[config.mk]
export PLATFORM = sky130hd
export DESIGN_NAME = irq_vec_mapper
export DESIGN_NICKNAME = d
export VERILOG_FILES = /design/src/rtl/icm_pkg.sv /design/src/rtl/icm_regfile.sv /design/src/rtl/icm_route.sv /design/src/rtl/icm_vreq.sv /design/src/rtl/irq_vec_mapper.sv
export SDC_FILE = /design/constraint.sdc
export NUM_CORES = 1
export LEC_CHECK = 0
export ABC_AREA = 0
export CORE_MARGIN = 2
export CORE_UTILIZATION = 51
export DETAILED_ROUTE_END_ITERATION = 10
export PLACE_DENSITY = 0.95
export SYNTH_ARGS = -nofsm -noshare
export SYNTH_HDL_FRONTEND = slang
export SYNTH_SLANG_ARGS = --single-unit
[constraint.sdc]
create_clock -name clk -period 2.76 [get_ports clk]
set_input_delay 0.414 -clock clk [delete_from_list [all_inputs] [get_ports clk]]
set_output_delay 0.414 -clock clk [all_outputs]
set_load 0.005 [all_outputs]
[src/rtl/icm_pkg.sv]
// Package: shared sizes and register address map for the interrupt mapper.
// Assumes the allocation table (NCAUSE entries of ENT_W bits) fits in DW.
package icm_pkg;
    localparam int NCAUSE_D = 5;
    localparam int NVEC_D   = 5;
    localparam int DW_D     = 32;
    localparam int VIDX_W   = 3;
    localparam int ENT_W    = VIDX_W + 1;
    localparam int REG_AW   = 3;

    typedef enum logic [REG_AW-1:0] {
        RA_CAUSE = 3'd0,
        RA_CSET  = 3'd1,
        RA_MSET  = 3'd2,
        RA_MCLR  = 3'd3,
        RA_ACLR  = 3'd4,
        RA_AMSK  = 3'd5,
        RA_ALLOC = 3'd6
    } reg_addr_e;
endpackage

[src/rtl/icm_regfile.sv]
// Module: register state of the mapper (cause, mask, policies, allocation).
// Set sources win over clear sources on the same edge, so no event is lost.
// Assumes one register access per cycle and DW > NCAUSE*ENT_W.
module icm_regfile
    import icm_pkg::*;
#(
    parameter int NCAUSE = NCAUSE_D,
    parameter int DW     = DW_D
) (
    input  logic                     clk,
    input  logic                     rst_n,
    input  logic [NCAUSE-1:0]        ev,
    input  logic                     wr_en,
    input  logic [REG_AW-1:0]        addr,
    input  logic [DW-1:0]            wdata,
    input  logic [NCAUSE-1:0]        cause_done,
    output logic [NCAUSE-1:0]        cause_q,
    output logic [NCAUSE-1:0]        mask_q,
    output logic [NCAUSE-1:0]        aclr_q,
    output logic [NCAUSE*ENT_W-1:0]  alloc_q,
    output logic [DW-1:0]            rdata
);
    localparam int ALLOC_W = NCAUSE * ENT_W;

    logic [NCAUSE-1:0] amsk_q;
    logic [NCAUSE-1:0] wbits;
    logic [NCAUSE-1:0] set_c, clr_c, set_m, clr_m;
    logic              unused_hi;

    assign wbits     = wdata[NCAUSE-1:0];
    assign unused_hi = ^wdata[DW-1:ALLOC_W];

    // Collect set and clear sources for cause and mask bits.
    always_comb begin
        set_c = ev | ((wr_en && addr == RA_CSET) ? wbits : '0);
        clr_c = cause_done | ((wr_en && addr == RA_CAUSE) ? wbits : '0);
        set_m = (set_c & amsk_q) | ((wr_en && addr == RA_MSET) ? wbits : '0);
        clr_m = cause_done | ((wr_en && addr == RA_MCLR) ? wbits : '0);
    end

    // Cause and mask state update, set has priority.
    always_ff @(posedge clk) begin
        if (!rst_n) begin
            cause_q <= '0;
            mask_q  <= '0;
        end else begin
            cause_q <= (cause_q & ~clr_c) | set_c;
            mask_q  <= (mask_q & ~clr_m) | set_m;
        end
    end

    // Plain read/write policy and allocation registers.
    always_ff @(posedge clk) begin
        if (!rst_n) begin
            aclr_q  <= '0;
            amsk_q  <= '0;
            alloc_q <= '0;
        end else if (wr_en) begin
            case (addr)
                RA_ACLR:  aclr_q  <= wbits;
                RA_AMSK:  amsk_q  <= wbits;
                RA_ALLOC: alloc_q <= wdata[ALLOC_W-1:0];
                default:  ;
            endcase
        end
    end

    // Read mux; write-only action registers read as zero.
    always_comb begin
        case (addr)
            RA_CAUSE: rdata = DW'(cause_q);
            RA_MSET:  rdata = DW'(mask_q);
            RA_ACLR:  rdata = DW'(aclr_q);
            RA_AMSK:  rdata = DW'(amsk_q);
            RA_ALLOC: rdata = DW'(alloc_q);
            default:  rdata = '0;
        endcase
    end
endmodule

[src/rtl/icm_route.sv]
// Module: routes pending unmasked causes to vectors via the allocation table
// and reports which causes are auto-cleared by an acknowledged vector.
// Assumes entry layout {valid, index}; indices >= NVEC are dropped.
module icm_route
    import icm_pkg::*;
#(
    parameter int NCAUSE = NCAUSE_D,
    parameter int NVEC   = NVEC_D
) (
    input  logic [NCAUSE-1:0]       cause_q,
    input  logic [NCAUSE-1:0]       mask_q,
    input  logic [NCAUSE-1:0]       aclr_q,
    input  logic [NCAUSE*ENT_W-1:0] alloc_q,
    input  logic [NVEC-1:0]         fire,
    output logic [NVEC-1:0]         vec_pend,
    output logic [NCAUSE-1:0]       cause_done
);
    localparam logic [VIDX_W:0] NVEC_LIM = (VIDX_W+1)'(NVEC);

    logic [NVEC-1:0] hit [NCAUSE];

    // One decoder per cause: a one-hot vector select or all zero.
    for (genvar c = 0; c < NCAUSE; c++) begin : g_cause
        logic [ENT_W-1:0] ent;
        logic             ok;
        assign ent = alloc_q[c*ENT_W +: ENT_W];
        assign ok  = ent[ENT_W-1] && ({1'b0, ent[VIDX_W-1:0]} < NVEC_LIM);
        for (genvar v = 0; v < NVEC; v++) begin : g_vsel
            assign hit[c][v] = ok && (ent[VIDX_W-1:0] == VIDX_W'(v));
        end
        // Cause finished when its vector fires and auto-clear is on.
        assign cause_done[c] = aclr_q[c] && |(hit[c] & fire);
    end

    // Vector is pending when any routed cause is set and unmasked.
    always_comb begin
        vec_pend = '0;
        for (int c = 0; c < NCAUSE; c++) begin
            if (cause_q[c] && mask_q[c]) vec_pend = vec_pend | hit[c];
        end
    end
endmodule

[src/rtl/icm_vreq.sv]
// Module: per-vector request registers with a req/ack handshake.
// A raised request holds until acknowledged, then drops for one cycle.
module icm_vreq #(
    parameter int NVEC = 5
) (
    input  logic            clk,
    input  logic            rst_n,
    input  logic [NVEC-1:0] vec_pend,
    input  logic [NVEC-1:0] ack,
    output logic [NVEC-1:0] req_q,
    output logic [NVEC-1:0] fire
);
    assign fire = req_q & ack;

    // Hold while waiting for ack, otherwise follow pending state.
    always_ff @(posedge clk) begin
        if (!rst_n) req_q <= '0;
        else        req_q <= (req_q & ~ack) | (~req_q & vec_pend);
    end
endmodule

[src/rtl/irq_vec_mapper.sv]
// Module: top of the interrupt cause and vector mapper.
// Joins register state, routing and per-vector requests. The acknowledge
// feeds back combinationally into the auto-clear of cause and mask bits.
module irq_vec_mapper
    import icm_pkg::*;
#(
    parameter int NCAUSE = NCAUSE_D,
    parameter int NVEC   = NVEC_D,
    parameter int DW     = DW_D
) (
    input  logic              clk,
    input  logic              rst_n,
    input  logic [NCAUSE-1:0] ev_i,
    input  logic              reg_wr,
    input  logic [REG_AW-1:0] reg_addr,
    input  logic [DW-1:0]     reg_wdata,
    output logic [DW-1:0]     reg_rdata,
    output logic [NVEC-1:0]   msg_req,
    input  logic [NVEC-1:0]   msg_ack
);
    logic [NCAUSE-1:0]       cause_q, mask_q, aclr_q, cause_done;
    logic [NCAUSE*ENT_W-1:0] alloc_q;
    logic [NVEC-1:0]         vec_pend, fire;

    icm_regfile #(.NCAUSE(NCAUSE), .DW(DW)) u_regs (
        .clk(clk), .rst_n(rst_n), .ev(ev_i), .wr_en(reg_wr),
        .addr(reg_addr), .wdata(reg_wdata), .cause_done(cause_done),
        .cause_q(cause_q), .mask_q(mask_q), .aclr_q(aclr_q),
        .alloc_q(alloc_q), .rdata(reg_rdata)
    );

    icm_route #(.NCAUSE(NCAUSE), .NVEC(NVEC)) u_route (
        .cause_q(cause_q), .mask_q(mask_q), .aclr_q(aclr_q),
        .alloc_q(alloc_q), .fire(fire), .vec_pend(vec_pend),
        .cause_done(cause_done)
    );

    icm_vreq #(.NVEC(NVEC)) u_vreq (
        .clk(clk), .rst_n(rst_n), .vec_pend(vec_pend), .ack(msg_ack),
        .req_q(msg_req), .fire(fire)
    );
endmodule

# After elaboration in Yosys (flattened, before gate mapping)
# Cells that the tools add are included.
totals:
  ff_bits: 45
  inputBits: 48
  out_inout_bits: 37
  elab_cells: 131
op_classes:
  n_lt_le_gt_ge: 5
  eq_ne: 26
  n_mux: 10
  bitwise: 26
  n_reduce_logical: 58
ops:
  columns: ["operator", "n"]
  rows:
  - ["$pmux 20 s5", 1]
  - ["$and 5x5->5", 11]
  - ["$or 5x5->5", 11]
  - ["$mux 5", 9]
  - ["$logic_and 1x1->1", 44]
  - ["$eq 3x2->1 const B", 12]
  - ["$reduce_or 5->1", 5]
  - ["$eq 3x3->1 const B", 8]
  - ["$not 5->5", 4]
  - ["$eq 3x1->1 const B", 6]
  - ["$logic_not 3->1", 6]
  - ["$lt 3x3->1 const B", 5]
  - ["$reduce_and 2->1", 3]

# Logic depth before layout (Yosys ltp)
depth:
  word_depth: 14
  mapped_depth: 7
  mapped_depth_nobuf: 4

# Cells and area by module
# From an unflattened synthesis, not the netlist that was laid out.
hier_totals:
  cells_unflattened: 337
  hier_area_um2: 2957.8
by_module_without_submodules:
  columns: ["module", "instances", "cells_each", "area_per_inst_um2", "seq_area_each_um2"]
  rows:
  - ["icm_regfile", 1, 242, 2149.6, 800.8]
  - ["icm_route", 1, 70, 514.2, 0.0]
  - ["icm_vreq", 1, 25, 294.0, 100.1]

# Worst setup path before layout
# OpenSTA, ideal clock, no wires.
synth_path:
  path_type: "input port to output port"
  from: "in reg_addr[0]"
  to: "out reg_rdata[4]"
  arrival_ps: 1237
  required_ps: 2346
  slack_ps: 1109
  cell_stages: 4
  path_buffers: 1
  cell_sequence: "clkbuf_1 mux2_2 a22oi_1 o21ai_0"
synth_between:
  elab_chain_len: 2
  elab_cells_between_ends: 6
  cone_classes: "eq/ne (4); mux (1); reduce/logical (1)"
synth_lines:
  columns: ["element", "line_no", "source"]
  rows:
  - ["from (decl)", "irq_vec_mapper.sv:15", "input logic [REG_AW-1:0] reg_addr,"]
  - ["$eq 3x3->1, or another cell as far along", "icm_regfile.sv:70", "case (addr)"]
  - ["$pmux 20 s5 *", "icm_regfile.sv:70", null]
  - ["to (decl)", "irq_vec_mapper.sv:17", "output logic [DW-1:0] reg_rdata,"]
# Every way passes the cells marked *; elsewhere a longest branch is shown, timed or not.

# Worst setup path after layout
layout_path:
  from: "in reg_addr[0]"
  to: "out reg_rdata[0]"
# Same word-level chain as after synthesis.

==> impl_results.md <==
- CTS root buf: clkbuf_8
- Dominant synthesized flop cell: dfxtp_1
- FP Rows: 26
- Clk_skew: 9.61 ps
- Drt first pass iters: 5
- Share of layout cells above drive strength 1: 0.0741
- Critical Path RT: 2350 ps
- Fin crit share: 0.951
- Vias in the first global route: 2602
- Die Span X: 76.9 um
- Drt total wl: 8010 um
- Clock Sinks: 45
- TNS Setup: 0 ps
- Power Internal: 0.938 mW
- Vias: about 2900
- Final hold slack: 513 ps
- M3 GR Usage: 0.0447
- Max rail drop VDD: 235 uV
- Die Footprint: 5910 um2
- Mapped Cells: 350
- Post-placement cell count: around 470
- Gate power share: 0.143
- Mapped cell area: 2710 um2
- Max transition margin: 0.547
- Drt wl/cell: 16.9 um
- Sequential share of power: 0.540
- Initial Util: 0.530
- Non-filler cells, final: roughly 480
- Peak Freq: 381 MHz
- TritonCTS clock tree: yes
- Port bufs: 60
- Core area: 5110 um2
- Total CTS buffers: 5
- Final Critical Period: 2620 ps
- Detail Route Antenna Nets: 0
- Overflow after GRT: 0
- Clock Tree Buf Depth: 2
- Total GRT Usage: 0.265
- Hold buffers post-CTS: 0
- GPL Wtd Cong: 0.913
- Sw Share: 0.270
- Avg Cell Area, Syn: 7.74 um2
- Initial DRC count: 332
- Met2 usage: 0.465
- Critical path arrival: around 2200 ps
- Kind of end point of the critical path: output port
- MaxCap Viol Count: 0
- Htree depth: 2
- I/O pin total: 85
- #FFs+latches synth: 45
- Setup WS pre-CTS: 150 ps
- Critical path class: in2out
- Die Span Y: 76.9 um
- Async SR Flop Fraction: 0
- Reg clk slew, reported paths: ~80 ps
- Finish-stage setup viols: 0
- Via-to-Cell Ratio: 6.05
- First-pass GRT wire length: approximately 13000 um
- ANT cells: 0
- Library cells used by synthesis: 42
- Register area share after synthesis: 0.333
- Post-route DRC: 0
- EDFF count, synth: 0
- PwrDens: 375 nW/um2
- Postcts setup bufs: 0
- Final Hold Fails: 0
- Largest net degree at the start of global routing: 21
- Busiest grt layer: met2
- Final HPWL DP: 5800 um
- Status: complete, no violations
- Nets@finish: 452
- Worst Tran Pin Value: 678 ps
- Initial antenna violation count: 0
- Slew Limit Fails: 0
- Clock share of power: 0.318
- Static Leak: 1.24 nW
- Area grow syn2layout: 26.6%
- Routing usage on met1: 0.334
- Final setup margin: 135 ps
- Min-delay worst type: reg2reg
- RSZ-0062 raised after global routing: false
- Worst Path Max Fanout: 9
- Clock Latency Late Sink: 310 ps
- P_sw: 0.346 mW
- Startpoint Class: primary input
- Synth Warn #: 0
[final timing paths]
kind / from / to / slack, ps / cells past startpoint
hold reg to reg: u_regs.cause_q[0]$_SDFF_PN0_ / u_regs.cause_q[0]$_SDFF_PN0_ / 510 / 2
hold / removal: u_regs.cause_q[0]$_SDFF_PN0_ / u_regs.cause_q[0]$_SDFF_PN0_ / 510 / 2
setup reg to reg: u_vreq.req_q[0]$_SDFF_PN0_ / u_regs.mask_q[4]$_SDFF_PN0_ / 1160 / 4
setup / recovery: reg_addr[0] / reg_rdata[0] / 140 / 6
[cells by family (layout without fill, tap and decap cells)]
group | Yosys count | after routing | synth area share
muxes | 20 | 20 | 0.0933
DFF | 45 | 45 | 0.333
AOI/OAI and AO/OA | 80 | 80 | 0.193
and+or+nand+nor | 166 | 166 | 0.304
other | 1 | 12 | 0.00138
buffers and inverters | 38 | 82 | 0.0758
[critical path: stages]
cell and delay, ps:
clkdlybuf4s50_1 640, nor2b_1 330, a22o_1 190, nand2_1 50, o21ai_0 70, clkdlybuf4s50_1 520
[per-stage QoR]
step | util | total power, mW | cell area (um2)
after floorplan | - | 0.802 | 2750
after global placement | 0.654 | 0.880 | 3340
after detailed placement | 0.654 | 0.886 | 3340
after CTS | 0.671 | 1.29 | 3420
after global routing | 0.671 | 1.33 | 3430
final | 0.671 | 1.28 | 3430
[layout make-up]
cell class | instances | area (um2)
well taps | 70 | 87.6
clock inverters | 3 | 17.5
flip-flops and latches | 45 | 901
fillers | 435 | 1680
repair buffers | 71 | 696
inverters | 3 | 11.3
clock buffers | 5 | 68.8
multi-input cells | 278 | 1650
[layout by cell type (no fill, tap or decap), types with 3 or more instances in the layout]
cell,count
o21ai_0,12
nor2_1,23
nand3_1,8
dfxtp_1,45
and4b_1,6
clkdlybuf4s50_1,60
nand2_1,85
a22o_1,4
buf_4,10
nand3b_1,3
clkbuf_8,5
and2_1,17
mux4_2,4
and3_1,9
conb_1,12
a21oi_1,30
inv_1,3
a221oi_1,5
nand4b_1,3
mux2i_1,14
a31oi_1,7
o32ai_1,8
[registers in the layout (all words and copies together), names as in the netlist]
register        flops
u_regs.alloc_q     20
u_regs.cause_q      5
u_regs.amsk_q       5
u_regs.mask_q       5
u_vreq.req_q        5
u_regs.aclr_q       5
[Yosys cell counts, drive strengths merged (2+ instances only)]
cell type | n | area share
a21oi | 30 | 0.055
a221oi | 5 | 0.016
a31oi | 7 | 0.016
o21ai | 12 | 0.022
and3 | 9 | 0.021
o32ai | 8 | 0.026
nor2b | 3 | 0.0069
nand4b | 3 | 0.0097
o311a | 2 | 0.0074
and2 | 17 | 0.039
nand3b | 3 | 0.0083
mux2 | 2 | 0.0083
a22oi | 2 | 0.0055
and4bb | 3 | 0.014
mux2i | 14 | 0.052
nor3 | 2 | 0.0037
buf | 19 | 0.049
nor2 | 23 | 0.032
nand3 | 8 | 0.015
clkbuf | 16 | 0.022
nand2 | 85 | 0.12
dfxtp | 45 | 0.33
mux4 | 4 | 0.033
a311oi | 2 | 0.0065
a22o | 4 | 0.013
inv | 3 | 0.0042
and4b | 6 | 0.022
o31ai | 2 | 0.0055
[per-layer routing]
metal,share of wire,vias up
li1,-,1333
met1,0.39,1330
met2,0.49,185
met3,0.098,24
met4,0.022,0
met5,0,-
[power groups by stage]
| stage | Sequential [mW] | Clock, mW | Combinational [mW] |
|---|---|---|---|
| global route | 0.696 | 0.439 | 0.199 |
| CTS | 0.691 | 0.416 | 0.181 |
| floorplan | 0.698 | 0 | 0.104 |
| detailed placement | 0.706 | 0 | 0.179 |
| global placement | 0.705 | 0 | 0.175 |
| finish | 0.693 | 0.408 | 0.183 |
[timing repair]
| action | in CTS | in global routing |
|---|---|---|
| hold endpoints to repair | 0 | 0 |
| resized for setup | 0 | 1 |
| setup endpoints to repair | 0 | 1 |
(Power assumes the default switching activity.)
